$ cat config.mk
export PLATFORM = sky130hd
export DESIGN_NAME = wake_evt_ctrl
export DESIGN_NICKNAME = d
export VERILOG_FILES = /design/src/rtl/wake_pkg.sv /design/src/rtl/wake_cfg_regs.sv /design/src/rtl/wake_link_det.sv /design/src/rtl/wake_status.sv /design/src/rtl/wake_evt_ctrl.sv
export SDC_FILE = /design/constraint.sdc
export NUM_CORES = 1
export LEC_CHECK = 0
export BUFFER_PORTS_ARGS = -buffer_cell sky130_fd_sc_hd__buf_2
export CAP_MARGIN = 20
export CORE_AREA = 2 2 39 41
export DETAILED_ROUTE_END_ITERATION = 7
export DIE_AREA = 0 0 41 43
export PLACE_DENSITY_LB_ADDON = 0.08
export SKIP_LAST_GASP = 1
export SLEW_MARGIN = 20
export SYNTH_ARGS = -nofsm -noshare
export SYNTH_HDL_FRONTEND = slang
export SYNTH_SLANG_ARGS = --single-unit
$ cat constraint.sdc
create_clock -name clk_i -period 1.9 [get_ports clk_i]
set_input_delay 0.19 -clock clk_i [delete_from_list [all_inputs] [get_ports clk_i]]
set_output_delay 0.19 -clock clk_i [all_outputs]
set_load 0.01 [all_outputs]
$ cat src/rtl/wake_pkg.sv
package wake_pkg;
  localparam int unsigned ADDR_W = 2;
  localparam int unsigned MODE_W = 3;
  localparam int unsigned CTRL_W = 3;

  localparam logic [ADDR_W-1:0] ADDR_MODE = 2'd0;
  localparam logic [ADDR_W-1:0] ADDR_CTRL = 2'd1;
  localparam logic [ADDR_W-1:0] ADDR_STAT = 2'd2;

  localparam int unsigned ST_LINK  = 0;
  localparam int unsigned ST_MAGIC = 1;
  localparam int unsigned ST_PAT   = 2;
  localparam int unsigned ST_MINT  = 3;
  localparam int unsigned ST_PME   = 4;
  localparam int unsigned ST_W     = 5;

  typedef struct packed {
    logic pat_en;
    logic magic_en;
    logic link_en;
  } mode_t;

  typedef struct packed {
    logic mint_en;
    logic gie;
    logic pme_en;
  } ctrl_t;
endpackage

$ cat src/rtl/wake_cfg_regs.sv
module wake_cfg_regs
  import wake_pkg::*;
(
  input  logic              clk_i,
  input  logic              por_ni,
  input  logic              rst_ni,
  input  logic              sys_rst_ni,
  input  logic              wr_en_i,
  input  logic [ADDR_W-1:0] wr_addr_i,
  input  logic [MODE_W-1:0] wr_data_i,
  output mode_t             mode_o,
  output ctrl_t             ctrl_o
);
  mode_t mode_q;
  ctrl_t ctrl_q;
  logic  wr_ok;

  // writes are blocked while the bus reset is held
  assign wr_ok = wr_en_i & rst_ni;

  // power-on domain only: survives bus reset
  always_ff @(posedge clk_i or negedge por_ni) begin
    if (!por_ni)                                mode_q <= '0;
    else if (wr_ok && wr_addr_i == ADDR_MODE)   mode_q <= mode_t'(wr_data_i);
  end

  always_ff @(posedge clk_i or negedge sys_rst_ni) begin
    if (!sys_rst_ni)                            ctrl_q <= '0;
    else if (wr_ok && wr_addr_i == ADDR_CTRL)   ctrl_q <= ctrl_t'(wr_data_i[CTRL_W-1:0]);
  end

  assign mode_o = mode_q;
  assign ctrl_o = ctrl_q;

  AST_MODE_KEEP_BUS_RST: assert property (@(posedge clk_i) disable iff (!por_ni)
    !rst_ni |=> $stable(mode_q));
  AST_CTRL_ZERO_IN_RST: assert property (@(posedge clk_i) disable iff (!por_ni)
    !rst_ni |=> ctrl_q == '0);
endmodule

$ cat src/rtl/wake_link_det.sv
module wake_link_det (
  input  logic clk_i,
  input  logic rst_ni,
  input  logic link_i,
  input  logic link_en_i,
  output logic evt_o
);
  logic link_q;
  logic prim_q;

  // prim_q suppresses a false edge on the first sample after reset
  always_ff @(posedge clk_i or negedge rst_ni) begin
    if (!rst_ni) begin
      link_q <= 1'b0;
      prim_q <= 1'b0;
    end else begin
      link_q <= link_i;
      prim_q <= 1'b1;
    end
  end

  assign evt_o = prim_q & link_en_i & (link_i ^ link_q);

  AST_LINK_EDGE_ONLY: assert property (@(posedge clk_i) disable iff (!rst_ni)
    $stable(link_i) && prim_q && $past(prim_q) |-> !evt_o);
endmodule

$ cat src/rtl/wake_status.sv
module wake_status
  import wake_pkg::*;
(
  input  logic            clk_i,
  input  logic            rst_ni,
  input  mode_t           mode_i,
  input  logic            link_evt_i,
  input  logic            magic_i,
  input  logic            pat_i,
  input  logic            clr_en_i,
  input  logic [ST_W-1:0] clr_i,
  output logic [ST_W-1:0] status_o
);
  logic [ST_W-1:0] set_v;
  logic [ST_W-1:0] flag_q;
  logic            magic_evt;
  logic            pat_evt;

  assign magic_evt = magic_i & mode_i.magic_en;
  assign pat_evt   = pat_i & mode_i.pat_en;

  always_comb begin
    set_v           = '0;
    set_v[ST_LINK]  = link_evt_i;
    set_v[ST_MAGIC] = magic_evt;
    set_v[ST_MINT]  = magic_evt;
    set_v[ST_PAT]   = pat_evt;
    set_v[ST_PME]   = link_evt_i | magic_evt | pat_evt;
  end

  // sticky, write-one-to-clear; set wins over clear
  for (genvar i = 0; i < ST_W; i++) begin : g_flag
    always_ff @(posedge clk_i or negedge rst_ni) begin
      if (!rst_ni) flag_q[i] <= 1'b0;
      else         flag_q[i] <= set_v[i] | (flag_q[i] & ~(clr_en_i & clr_i[i]));
    end
  end

  assign status_o = flag_q;

  AST_LINK_STICKY: assert property (@(posedge clk_i) disable iff (!rst_ni)
    flag_q[ST_LINK] && !clr_en_i |=> flag_q[ST_LINK]);
  AST_PME_CASCADE: assert property (@(posedge clk_i) disable iff (!rst_ni)
    $rose(flag_q[ST_LINK]) || $rose(flag_q[ST_MAGIC]) || $rose(flag_q[ST_PAT])
      |-> flag_q[ST_PME]);
  AST_MAGIC_PAIR: assert property (@(posedge clk_i) disable iff (!rst_ni)
    $rose(flag_q[ST_MINT]) |-> flag_q[ST_MAGIC]);
  AST_PAT_NO_MAGIC: assert property (@(posedge clk_i) disable iff (!rst_ni)
    !magic_i && !flag_q[ST_MAGIC] && !flag_q[ST_MINT]
      |=> !flag_q[ST_MAGIC] && !flag_q[ST_MINT]);
  AST_IGNORE_OFF: assert property (@(posedge clk_i) disable iff (!rst_ni)
    !mode_i.magic_en && !mode_i.pat_en |=> !$rose(flag_q[ST_MAGIC]) && !$rose(flag_q[ST_PAT]));
  AST_PME_HOLD: assert property (@(posedge clk_i) disable iff (!rst_ni)
    flag_q[ST_PME] && !clr_en_i |=> flag_q[ST_PME]);
endmodule

$ cat src/rtl/wake_evt_ctrl.sv
module wake_evt_ctrl
  import wake_pkg::*;
#(
  parameter int unsigned DATA_W = 8
) (
  input  logic              clk_i,
  input  logic              por_ni,
  input  logic              rst_ni,
  input  logic              wr_en_i,
  input  logic [ADDR_W-1:0] wr_addr_i,
  input  logic [DATA_W-1:0] wr_data_i,
  input  logic              link_i,
  input  logic              magic_hit_i,
  input  logic              pat_hit_i,
  output logic              pme_no,
  output logic              irq_no,
  output logic [ST_W-1:0]   status_o,
  output logic [MODE_W-1:0] mode_o,
  output logic [CTRL_W-1:0] ctrl_o
);
  logic            sys_rst_n;
  mode_t           mode;
  ctrl_t           ctrl;
  logic            link_evt;
  logic            clr_en;
  logic [ST_W-1:0] status;
  logic            unused_wdata;

  assign sys_rst_n    = rst_ni & por_ni;
  assign unused_wdata = ^wr_data_i[DATA_W-1:ST_W];
  assign clr_en       = wr_en_i & (wr_addr_i == ADDR_STAT);

  wake_cfg_regs u_cfg (
    .clk_i      (clk_i),
    .por_ni     (por_ni),
    .rst_ni     (rst_ni),
    .sys_rst_ni (sys_rst_n),
    .wr_en_i    (wr_en_i),
    .wr_addr_i  (wr_addr_i),
    .wr_data_i  (wr_data_i[MODE_W-1:0]),
    .mode_o     (mode),
    .ctrl_o     (ctrl)
  );

  wake_link_det u_link (
    .clk_i     (clk_i),
    .rst_ni    (sys_rst_n),
    .link_i    (link_i),
    .link_en_i (mode.link_en),
    .evt_o     (link_evt)
  );

  wake_status u_stat (
    .clk_i      (clk_i),
    .rst_ni     (sys_rst_n),
    .mode_i     (mode),
    .link_evt_i (link_evt),
    .magic_i    (magic_hit_i),
    .pat_i      (pat_hit_i),
    .clr_en_i   (clr_en),
    .clr_i      (wr_data_i[ST_W-1:0]),
    .status_o   (status)
  );

  assign pme_no   = ~(status[ST_PME] & ctrl.pme_en);
  assign irq_no   = ~(status[ST_MINT] & ctrl.gie & ctrl.mint_en);
  assign status_o = status;
  assign mode_o   = mode;
  assign ctrl_o   = ctrl;

  AST_PME_QUIET_RST: assert property (@(posedge clk_i) disable iff (!por_ni)
    !rst_ni |=> pme_no && irq_no);
  AST_IRQ_AFTER_MAGIC: assert property (@(posedge clk_i) disable iff (!sys_rst_n)
    $fell(irq_no) && ctrl.gie && ctrl.mint_en && $stable(ctrl) |-> $rose(status[ST_MINT]));
endmodule

==> metrics.log, run 1 <==
INFO  metric min-delay-start = link_i
INFO  metric vias = 457
INFO  metric worst-endpoint-arrival = ~1400 ps
INFO  metric initial_utilization = 41.0%
INFO  metric startpoint = rst_ni
INFO  metric groute.usage.overall = 17.5%
INFO  metric io-pin-count = 30
INFO  metric layout-drive-gt1-share = between 50% and 60%
INFO  metric dpl.cell_count = 81
INFO  metric largest_net_degree_at_the_start_of_global_routing = 11
INFO  metric die_height = 43 um
INFO  metric placement_cell_area = 711 um^2
INFO  metric internal_power = 0.513 mW
INFO  metric worst_hold_path.num_cells = 1
INFO  metric synth_fp_nets = 57
INFO  metric clkPwrFrac = 23.0%
INFO  metric antenna_found_initial = 0
INFO  metric grt_remaining_overflow = 0
INFO  metric buffer_ports.inserted = 26
INFO  metric final_critical_path_setup_slack = 645 ps
INFO  metric cts-htree-levels = 1
INFO  metric postSynthAreaPerCell = ~14 um^2
INFO  metric yosysSeqAreaShare = 57.3%
INFO  metric clkTransAtPathRegs = 80 ps
INFO  metric combPwrFrac = 26.4%
INFO  metric number_of_global_route_vias_before_repair = roughly 460
INFO  metric net-switching-power = ~0.21 mW
INFO  metric regToRegStartpoint = u_cfg.mode_o[1]$_DFFE_PN0P_
INFO  metric worstPathRequired = 2060 ps
INFO  metric max_cap_violations = 0
INFO  metric setup_viol_count_final = 0
INFO  metric area_growth = 33.3%
INFO  metric upper_clock_frequency_limit = roughly 0.80 GHz
INFO  metric timing.hold.ws = 54.3 ps
INFO  metric period_minus_slack = 1250 ps
INFO  metric timing.reg2reg.worst_path_depth = 2
INFO  metric design.die.area = 0.00176 mm^2
INFO  metric timing.clock.skew = 0.507 ps
INFO  metric final_net_count = 89
INFO  metric rows = 14
INFO  metric crit-reg2reg-capture = u_stat.status_o[4]$_DFF_PN0_
INFO  metric horizontal_die_dimension = 41 um
INFO  metric final-hold-violation-count = 0
INFO  metric critPathCaptureType = flip-flop
INFO  metric synth_cell_types = 17
INFO  metric design_area = 757 um^2
INFO  metric detail_route.iter0.violations = 16
INFO  metric syn_area = about 570 um^2
INFO  metric fin_total_pwr = 0.726 mW
INFO  metric fin_crit_sh = 66.0%
INFO  metric clock_sink_count = 13
INFO  metric pwr_density_cell = about 960 mW/mm^2
INFO  metric drt_pass1_iterations = 4
INFO  metric cp_max_fo = 3
INFO  metric detail_route.wl_per_cell = around 14 um
INFO  metric pre_cts_ws = 775 ps
INFO  metric gpl.final_weighted_congestion = 0.689
INFO  metric clkLatencyLatePin = 270 ps
INFO  metric cts_tree = yes
INFO  metric clk_root_buffer_cell = sky130_fd_sc_hd__clkbuf_4
INFO  metric synthCells = 40
INFO  metric clockBufferDepth = 2
INFO  metric routed_wl = 1.23 mm
INFO  metric grt_first_pass_wirelength = ~2.1 mm
INFO  metric antenna_left = 0
INFO  metric ir_drop = between 0.0004 and 0.0005 V
INFO  metric run_status = finished clean
INFO  metric finalMaxSlewViolations = 0
INFO  metric tns = 0 ps
INFO  metric setup_repair_after_global_routing_missed_its_margin = false
INFO  metric core_area = 0.00138 mm^2
INFO  metric seq_power_share = about half
INFO  metric power.leakage = 0.371 nW
INFO  metric crit_end = u_cfg.mode_o[0]$_DFFE_PN0P_
INFO  metric route.detailed.vias_per_inst = 5.25
INFO  metric switching_share = 29.3%
INFO  metric drc_errors = 0
INFO  metric ys_seq_elements = 13
INFO  metric syn_warnings = 0
INFO  metric hold_path.class = primary input to flip-flop
INFO  metric diodes = 0
INFO  metric regToRegSetupSlack = 990 ps
INFO  metric start_kind = primary input
INFO  metric path_class = primary input to flip-flop
INFO  metric count_of_non_filler_cells_in_the_finished_layout = slightly below 90
INFO  metric final_util = 54.7%
INFO  metric post-dp-hpwl = 963 um
INFO  metric cts-buffers-inserted = 3
-- cells in the final DEF (no fill, tap or decap) --
cell type	instances
sky130_fd_sc_hd__buf_2	26
sky130_fd_sc_hd__dfrtp_1	13
sky130_fd_sc_hd__nand4b_1	5
sky130_fd_sc_hd__a22o_1	3
sky130_fd_sc_hd__mux2_4	3
sky130_fd_sc_hd__mux2_2	3
sky130_fd_sc_hd__clkbuf_4	3
sky130_fd_sc_hd__nand2_1	2
sky130_fd_sc_hd__dlygate4sd3_1	2
sky130_fd_sc_hd__xnor2_1	1
sky130_fd_sc_hd__o2bb2ai_1	1
sky130_fd_sc_hd__and4b_1	1
sky130_fd_sc_hd__inv_1	1
sky130_fd_sc_hd__a22oi_1	1
sky130_fd_sc_hd__o221ai_1	1
sky130_fd_sc_hd__and4bb_4	1
sky130_fd_sc_hd__and2_1	1
sky130_fd_sc_hd__nand3_1	1
sky130_fd_sc_hd__clkbuf_1	1
sky130_fd_sc_hd__conb_1	1
-- worst min path at each step --
stage / endpoint / slack [ps]
6_report: u_link.link_q$_DFF_PN0_ / 50
2_1_floorplan: u_cfg.mode_o[0]$_DFFE_PN0P_ / -110
5_1_grt: u_link.link_q$_DFF_PN0_ / 40
3_5_place_dp: u_cfg.mode_o[2]$_DFFE_PN0P_ / 2
4_1_cts: u_link.link_q$_DFF_PN0_ / 40
3_3_place_gp: u_cfg.mode_o[0]$_DFFE_PN0P_ / -2
-- kinds of logic (layout without fill, tap and decap cells) --
group | Yosys count | in the layout | share of synthesized area [%]
AO/OA/AOI/OAI | 6 | 6 | 9.03
XOR/XNOR | 1 | 1 | 1.54
buffers and inverters | 2 | 33 | 1.98
flip-flops | 13 | 13 | 57.3
multiplexers | 6 | 6 | 13.9
other | 1 | 1 | 0.660
AND/OR/NAND/NOR | 11 | 11 | 15.6
-- worst max-delay path: stages --
cell and delay, ps:
sky130_fd_sc_hd__dlygate4sd3_1 520, sky130_fd_sc_hd__buf_2 120, sky130_fd_sc_hd__and4bb_4 280, sky130_fd_sc_hd__mux2_4 310
-- timing repair --
action / 4_1_cts / 5_1_grt
hold buffers: 2 / 0
hold endpoints to repair: 10 / 0
endpoints found under the setup margin: 0 / 0
buffers inserted: 0 / 0
resized for setup: 0 / 0
-- state kept, by name (all words and copies together) (netlist names) --
signal           cells
u_cfg.mode_o         3
u_link.prim_q        1
u_stat.status_o      5
u_link.link_q        1
u_cfg.ctrl_o         3
-- Yosys cell counts (all sizes together) --
library cell	n	area share, %
a22oi	1	1.3
o221ai	1	1.5
o2bb2ai	1	1.5
and2	1	1.1
nand4b	5	7.7
dfrtp	13	57
xnor2	1	1.5
and4bb	1	2.9
conb	1	0.66
nand2	2	1.3
buf	1	1.3
a22o	3	4.6
and4b	1	1.8
mux2	6	14
inv	1	0.66
nand3	1	0.88
-- layer usage --
layer  share of wire [%]  up-vias  track usage [%]
met5                   0        -                0
met2                  50       20             25.0
li1                    -      213                -
met1                  44      224             24.5
met4                   0        0             8.00
met3                 6.3        0             3.66
-- power by group through the flow --
stage	clock network (mW)	registers [mW]	logic, mW
6_report	0.167	0.367	0.192
5_1_grt	0.188	0.377	0.214
4_1_cts	0.176	0.367	0.195
3_5_place_dp	0	0.373	0.191
3_3_place_gp	0	0.371	0.189
2_1_floorplan	0	0.388	0.0858
-- cell type report --
cell class | count | area, um^2
well taps | 16 | 20.0
multi-input cells | 25 | 231
clock buffers | 4 | 26.3
fillers | 119 | 627
flip-flops and latches | 13 | 325
repair buffers | 28 | 150
inverters | 1 | 3.75
(Power assumes the default switching activity.)
==> run 2, diff against run 1 <==
--- a/config.mk
+++ b/config.mk
@@ -5,11 +5,12 @@
 export SDC_FILE = /design/constraint.sdc
 export NUM_CORES = 1
 export LEC_CHECK = 0
+export ABC_AREA = 1
 export BUFFER_PORTS_ARGS = -buffer_cell sky130_fd_sc_hd__buf_2
 export CAP_MARGIN = 20
-export CORE_AREA = 2 2 39 41
+export CORE_AREA = 2 2 42 44
 export DETAILED_ROUTE_END_ITERATION = 7
-export DIE_AREA = 0 0 41 43
+export DIE_AREA = 0 0 44 46
 export PLACE_DENSITY_LB_ADDON = 0.08
 export SKIP_LAST_GASP = 1
 export SLEW_MARGIN = 20
==> constraint.sdc (replaced) <==
create_clock -name clk_i -period 1.1 [get_ports clk_i]
set_input_delay 0.11 -clock clk_i [delete_from_list [all_inputs] [get_ports clk_i]]
set_output_delay 0.11 -clock clk_i [all_outputs]
set_load 0.01 [all_outputs]
==> metrics.log, run 2 <==
INFO  metric seq_power_share = 50.3% (-0.2 points)
INFO  metric tns = 0 ps (unchanged)
INFO  metric drt_pass1_iterations = 3 (-1)
INFO  metric setup_fix_buffers_added_after_clock_tree_synthesis = 0 (unchanged)
INFO  metric cts-resized-gates = 0 (unchanged)
INFO  metric design.die.area = 0.00202 mm^2 (+15%)
INFO  metric switching_share = 31.3% (+1.9 points)
INFO  metric period_minus_slack = 1030 ps
INFO  metric cts-buffers-inserted = 3 (unchanged)
INFO  metric routed_wl = 1.28 mm (+4.5%)
INFO  metric max_cap_violations = 0 (unchanged)
INFO  metric clk_root_buffer_cell = sky130_fd_sc_hd__clkbuf_4
INFO  metric gpl.final_weighted_congestion = 0.721 (+4.6%)
INFO  metric groute.usage.overall = 14.6% (-2.9 points)
INFO  metric setup_viol_count_final = 0 (unchanged)
INFO  metric path_class = primary input to flip-flop
INFO  metric start_kind = primary input
INFO  metric whs_endpoint = u_stat.status_o[2]$_DFF_PN0_
INFO  metric grt_remaining_overflow = 0 (unchanged)
INFO  metric core_area = 0.00161 mm^2 (+17%)
INFO  metric syn_warnings = 0 (unchanged)
INFO  metric largest_reg_flops = 5 (unchanged)
INFO  metric synth-main-ff-cell = sky130_fd_sc_hd__dfrtp_1
INFO  metric sequential_cell_area = 325 um^2 (unchanged)
INFO  metric clkLatencyLatePin = 270 ps (about the same)
INFO  metric clockBufferDepth = 2 (unchanged)
INFO  metric regToRegStartpoint = u_cfg.mode_o[1]$_DFFE_PN0P_
INFO  metric regToRegSetupSlack = 300 ps (-690 ps)
INFO  metric ys_seq_elements = 13 (unchanged)
INFO  metric cp_max_fo = 3 (unchanged)
INFO  metric layout-drive-gt1-share = 30.1% (-21 points)
INFO  metric io-pin-count = 30 (unchanged)
INFO  metric initial_utilization = 35.7% (-5.3 points)
INFO  metric fin_crit_sh = 93.9%
INFO  metric pwr_density_cell = 1580 mW/mm^2 (+65%)
INFO  metric final_util = 48.1% (-6.6 points)
INFO  metric setup_repair_after_global_routing_missed_its_margin = false
INFO  metric power.leakage = 0.453 nW (+22%)
INFO  metric synth_fp_nets = 88 (+54%)
INFO  metric timing.hold.ws = 56.7 ps (+2.39 ps)
INFO  metric clock_sink_count = 13 (unchanged)
INFO  metric internal_power = 0.846 mW (+65%)
INFO  metric design_area = 777 um^2 (+2.6%)
INFO  metric synthDominantAreaCellType = sky130_fd_sc_hd__dfrtp_1
INFO  metric netlist_top_cells_area = sky130_fd_sc_hd__dfrtp_1 56%, sky130_fd_sc_hd__nand2_1 21%, sky130_fd_sc_hd__inv_1 7.2%, sky130_fd_sc_hd__nand3_1 4.3%, sky130_fd_sc_hd__nor3_2 3.5%
INFO  metric finalMaxSlewViolations = 0 (unchanged)
INFO  metric synthCells = 71 (+78%)
INFO  metric yosysSeqAreaShare = 56.4% (-0.87 points)
INFO  metric detail_route.wl_per_cell = 10.7 um (-24%)
INFO  metric critPathCaptureType = flip-flop
INFO  metric route.detailed.vias_per_inst = 4.56 (-13%)
INFO  metric synth_cell_types = 10 (-7)
INFO  metric number_of_global_route_vias_before_repair = 510 (+10%)
INFO  metric synth.top_cell.area_share = 56.4% (-0.87 points)
INFO  metric largest_net_degree_at_the_start_of_global_routing = 11 (unchanged)
INFO  metric grt_first_pass_wirelength = 2.02 mm (-2.4%)
INFO  metric upper_clock_frequency_limit = 0.969 GHz
INFO  metric worstPathRequired = 1270 ps (-790 ps)
INFO  metric ir_drop = 0.000649 V (+59%)
INFO  metric layout.filler_cells = 183 (+54%)
INFO  metric antenna_left = 0 (unchanged)
INFO  metric post-dp-hpwl = 1.02 mm (+6.1%)
INFO  metric drc_errors = 0 (unchanged)
INFO  metric synth_most_common_cell = sky130_fd_sc_hd__nand2_1
INFO  metric die_height = 46 um (+7.0%)
INFO  metric clkTransAtPathRegs = 80 ps (about the same)
INFO  metric postSynthAreaPerCell = 8.12 um^2 (-43%)
INFO  metric cts-htree-levels = 1 (unchanged)
INFO  metric net-switching-power = 0.385 mW (+81%)
INFO  metric layout_commonest_cell = sky130_fd_sc_hd__nand2_1
INFO  metric hold_path.class = primary input to flip-flop
INFO  metric buffer_ports.inserted = 26 (unchanged)
INFO  metric synth-edff-count = 0 (unchanged)
INFO  metric timing.clock.skew = 0.610 ps (+0.103 ps)
INFO  metric run_status = finished clean
INFO  metric timing.reg2reg.worst_path_depth = 4 (+2)
INFO  metric worst-endpoint-arrival = 1200 ps (-210 ps)
INFO  metric syn_area = 577 um^2 (+1.5%)
INFO  metric antenna_found_initial = 0 (unchanged)
INFO  metric crit-reg2reg-capture = u_stat.status_o[4]$_DFF_PN0_
INFO  metric worst_hold_path.num_cells = 3 (+2)
INFO  metric synth.top_cells.by_count = 32 x sky130_fd_sc_hd__nand2_1, 13 x sky130_fd_sc_hd__dfrtp_1, 11 x sky130_fd_sc_hd__inv_1
INFO  metric diodes = 0 (unchanged)
INFO  metric final_cell_mix = 32 x sky130_fd_sc_hd__nand2_1, 26 x sky130_fd_sc_hd__buf_2, 13 x sky130_fd_sc_hd__dfrtp_1
INFO  metric cts_tree = yes
INFO  metric vias = 547 (+20%)
INFO  metric multiInputGateArea = 203 um^2 (-12%)
INFO  metric rows = 15 (+1)
INFO  metric final_net_count = 121 (+36%)
INFO  metric clkPwrFrac = 24.1% (+1.1 points)
INFO  metric detail_route.iter0.violations = 9 (-7)
INFO  metric area_growth = 34.7%
INFO  metric placement_cell_area = 721 um^2 (+1.4%)
INFO  metric final-hold-violation-count = 0 (unchanged)
INFO  metric horizontal_die_dimension = 44 um (+7.3%)
INFO  metric combPwrFrac = 25.5% (-0.9 points)
INFO  metric min-delay-start = pat_hit_i
INFO  metric synth-async-reset-ratio = 100% (unchanged)
## run 2: worst max path at each step
stage                                           start                           end  slack [ps]  cells past startpoint
after floorplan           u_cfg.mode_o[1]$_DFFE_PN0P_  u_stat.status_o[4]$_DFF_PN0_         330                      4
after global placement                   wr_addr_i[0]  u_stat.status_o[2]$_DFF_PN0_         250                      5
after detailed placement                 wr_addr_i[0]  u_stat.status_o[0]$_DFF_PN0_         230                      5
after CTS                                      rst_ni   u_cfg.ctrl_o[2]$_DFFE_PN0P_          90                      7
after global routing                           rst_ni   u_cfg.ctrl_o[2]$_DFFE_PN0P_          20                      7
final                                          rst_ni   u_cfg.ctrl_o[2]$_DFFE_PN0P_          70                      7
## run 2: final cells by class
cell class                 count  share of cell area (%)
clock buffer                   4                    3.38
inverter                      11                    5.31
multi-input combinational     46                    26.1
sequential                    13                    41.9
tap                           17                    2.74
timing repair buffer          29                    20.6
## run 2: stage by stage
step           power, mW  instances  setup slack (ps)
4_1_cts             1.25        120              89.2
3_5_place_dp       0.945        113               233
5_1_grt             1.32        120              16.4
3_3_place_gp       0.939        113               250
6_report            1.23        120              67.6
2_1_floorplan      0.796         71               326
## run 2: power groups by stage
stage                     registers, mW  clock network (mW)  logic [mW]
after floorplan                   0.666                   0       0.130
after global placement            0.629                   0       0.310
after detailed placement          0.633                   0       0.311
after CTS                         0.623               0.310       0.321
after global routing              0.631               0.330       0.358
final                             0.620               0.297       0.314
## run 2: routing by layer
metal | up-vias | global-route usage [%] | routed length (um)
met5 | - | 0 | 0
met4 | 0 | 9.09 | 24
met3 | 4 | 3.57 | 84
met2 | 18 | 25.9 | 597
met1 | 244 | 15.5 | 577
li1 | 281 | - | -
## run 2: what timing repair did
| item | in CTS | in global routing |
|---|---|---|
| hold buffers | 3 | 0 |
| endpoints found under the hold margin | 14 | 0 |
| setup endpoints to repair | 0 | 0 |
## run 2: critical path, stage by stage
cell and delay (ps):
sky130_fd_sc_hd__dlygate4sd3_1 520, sky130_fd_sc_hd__buf_2 110, sky130_fd_sc_hd__nand2_1 100, sky130_fd_sc_hd__inv_1 80, sky130_fd_sc_hd__nand3_1 130, sky130_fd_sc_hd__nand2_1 90
sky130_fd_sc_hd__nand2_1 50
## run 2: kinds of logic after synthesis
logic type / after synthesis / synth area share [%]
flip-flops: 13 / 56.4
AND/OR/NAND/NOR: 41 / 31.0
other: 1 / 0.650
buffers and inverters: 12 / 8.46
AO/OA/AOI/OAI: 4 / 3.47
==> run 3, diff against run 2 <==
==> constraint.sdc (replaced) <==
create_clock -name clk_i -period 1.1 [get_ports clk_i]
set_input_delay 0.165 -clock clk_i [delete_from_list [all_inputs] [get_ports clk_i]]
set_output_delay 0.165 -clock clk_i [all_outputs]
set_load 0.01 [all_outputs]
==> metrics.log, run 3 (synthesized netlist as in run 2, its figures left out) <==
INFO  metric cts-buffers-inserted = 3 (unchanged)
INFO  metric grt_first_pass_wirelength = 1.99 mm (-1.7%)
INFO  metric period_minus_slack = 1050 ps (+15.0 ps)
INFO  metric core_area = 0.00161 mm^2 (unchanged)
INFO  metric detail_route.iter0.violations = 12 (+3)
INFO  metric buffer_ports.inserted = 26 (unchanged)
INFO  metric worstPathRequired = 940 ps (-330 ps)
INFO  metric diodes = 0 (unchanged)
INFO  metric rows = 15 (unchanged)
INFO  metric antenna_found_initial = 0 (unchanged)
INFO  metric final_net_count = 120 (-0.83%)
INFO  metric route.detailed.vias_per_inst = 4.56 (+0.10%)
INFO  metric design_area = 786 um^2 (+1.1%)
INFO  metric dpl.cell_count = 113 (unchanged)
INFO  metric post-dp-hpwl = 1.00 mm (-1.8%)
INFO  metric final_cell_mix = 31 x sky130_fd_sc_hd__nand2_1, 26 x sky130_fd_sc_hd__buf_2, 13 x sky130_fd_sc_hd__dfrtp_1
INFO  metric setup_repair_after_global_routing_missed_its_margin = false
INFO  metric start_kind = flip-flop
INFO  metric run_status = finished clean
INFO  metric clk_root_buffer_cell = sky130_fd_sc_hd__clkbuf_4
INFO  metric fin_crit_sh = 95.2% (+1.4 points)
INFO  metric clockBufferDepth = 2 (unchanged)
INFO  metric layout_commonest_cell = sky130_fd_sc_hd__nand2_1
INFO  metric layout-drive-gt1-share = 34.3% (+4.2 points)
INFO  metric clock_sink_count = 13 (unchanged)
INFO  metric io-pin-count = 30 (unchanged)
INFO  metric timing.hold.ws = 17.3 ps (-39.4 ps)
INFO  metric detail_route.wl_per_cell = 11.3 um (+5.9%)
INFO  metric timing.clock.skew = 0.259 ps (-0.351 ps)
INFO  metric upper_clock_frequency_limit = 0.955 GHz (-1.4%)
INFO  metric hold_path.class = primary input to flip-flop
INFO  metric clkTransAtPathRegs = 80 ps (about the same)
INFO  metric count_of_non_filler_cells_in_the_finished_layout = 119 (-0.83%)
INFO  metric routed_wl = 1.35 mm (+5.0%)
INFO  metric drc_errors = 0 (unchanged)
INFO  metric max_cap_violations = 0 (unchanged)
INFO  metric placement_cell_area = 721 um^2 (unchanged)
INFO  metric grt_remaining_overflow = 0 (unchanged)
INFO  metric pwr_density_cell = 1590 mW/mm^2 (+0.14%)
INFO  metric area_growth = 36.2%
INFO  metric cp_max_fo = 3 (unchanged)
INFO  metric vias = 543 (-0.73%)
INFO  metric largest_reg_flops = 5 (unchanged)
INFO  metric horizontal_die_dimension = 44 um (unchanged)
INFO  metric ir_drop = 0.000740 V (+14%)
INFO  metric drt_pass1_iterations = 4 (+1)
INFO  metric largest_net_degree_at_the_start_of_global_routing = 11 (unchanged)
INFO  metric worst-endpoint-arrival = 880 ps (-320 ps)
INFO  metric initial_utilization = 35.7% (unchanged)
INFO  metric setup_viol_count_final = 0 (unchanged)
INFO  metric power.leakage = 0.451 nW (-0.42%)
INFO  metric number_of_global_route_vias_before_repair = 501 (-1.8%)
INFO  metric critPathCaptureType = output port
INFO  metric layout.filler_cells = 184 (+0.55%)
INFO  metric cts_tree = yes
INFO  metric antenna_left = 0 (unchanged)
INFO  metric tns = 0 ps (unchanged)
INFO  metric final_util = 48.7% (+0.54 points)
INFO  metric design.die.area = 0.00202 mm^2 (unchanged)
INFO  metric die_height = 46 um (unchanged)
INFO  metric groute.usage.overall = 14.5% (-0.13 points)
INFO  metric clkLatencyLatePin = 270 ps (about the same)
INFO  metric final-hold-violation-count = 0 (unchanged)
INFO  metric gpl.final_weighted_congestion = 0.721 (unchanged)
INFO  metric cts-htree-levels = 1 (unchanged)
INFO  metric finalMaxSlewViolations = 0 (unchanged)
INFO  metric path_class = flip-flop to output port
==> run 3: cell types whose count changed in the layout (fill, tap and decap cells not counted), sizes merged <==
cell | before | now
dlygate4sd3 | 3 | 2
==> run 3: area by class of cell <==
type / count / area (um^2) / area share [%]
sequential: 13 / 325 / 41.4
multi-input combinational: 46 / 221 / 28.2
timing repair buffer: 28 / 150 / 19.1
inverter: 11 / 41.3 / 5.25
clock buffer: 4 / 26.3 / 3.34
tap: 17 / 21.3 / 2.71
==> run 3: worst paths after layout <==
kind	startpoint	to	slack, ps	depth (start not counted)
hold reg to reg	u_stat.status_o[1]$_DFF_PN0_	u_stat.status_o[1]$_DFF_PN0_	480	2
setup / recovery	u_cfg.ctrl_o[1]$_DFFE_PN0P_	irq_no	50	2
hold / removal	link_i	u_link.link_q$_DFF_PN0_	20	1
max in group asynchronous	por_ni	u_stat.status_o[0]$_DFF_PN0_	330	4
setup reg to reg	u_cfg.mode_o[1]$_DFFE_PN0P_	u_stat.status_o[4]$_DFF_PN0_	290	4
min in group asynchronous	por_ni	u_cfg.mode_o[2]$_DFFE_PN0P_	210	2
==> run 3: metal layers <==
layer | vias to the layer above | track usage, % | part of all wire (%)
met4 | 0 | 10.9 | 0.96
met2 | 18 | 25.3 | 48
met3 | 2 | 3.17 | 7.5
met5 | - | 0 | 0
li1 | 280 | - | -
met1 | 243 | 15.1 | 44
==> run 3: through the flow <==
step           setup slack (ps)  total power [mW]
6_report                   52.6              1.25
5_1_grt                    15.6              1.33
4_1_cts                    32.4              1.25
3_5_place_dp                174             0.944
3_3_place_gp                195             0.939
2_1_floorplan               326             0.796
==> run 3: power by group <==
group / switching (mW) / internal (mW) / total (mW)
sequential: 0.0551 / 0.566 / 0.621
combinational: 0.184 / 0.139 / 0.323
clock: 0.162 / 0.141 / 0.303
==> run 3: repair_timing <==
item | 4_1_cts | 5_1_grt
setup endpoints to repair | 0 | 6
resized for setup | 0 | 5
endpoints found under the hold margin | 13 | 0
hold buffers | 2 | 0
setup buffers | 0 | 0
==> run 3: critical path, cell delays in order, from the launching register on <==
cell,delay [ps]
sky130_fd_sc_hd__dfrtp_1,400
sky130_fd_sc_hd__nand3_1,80
sky130_fd_sc_hd__buf_2,120
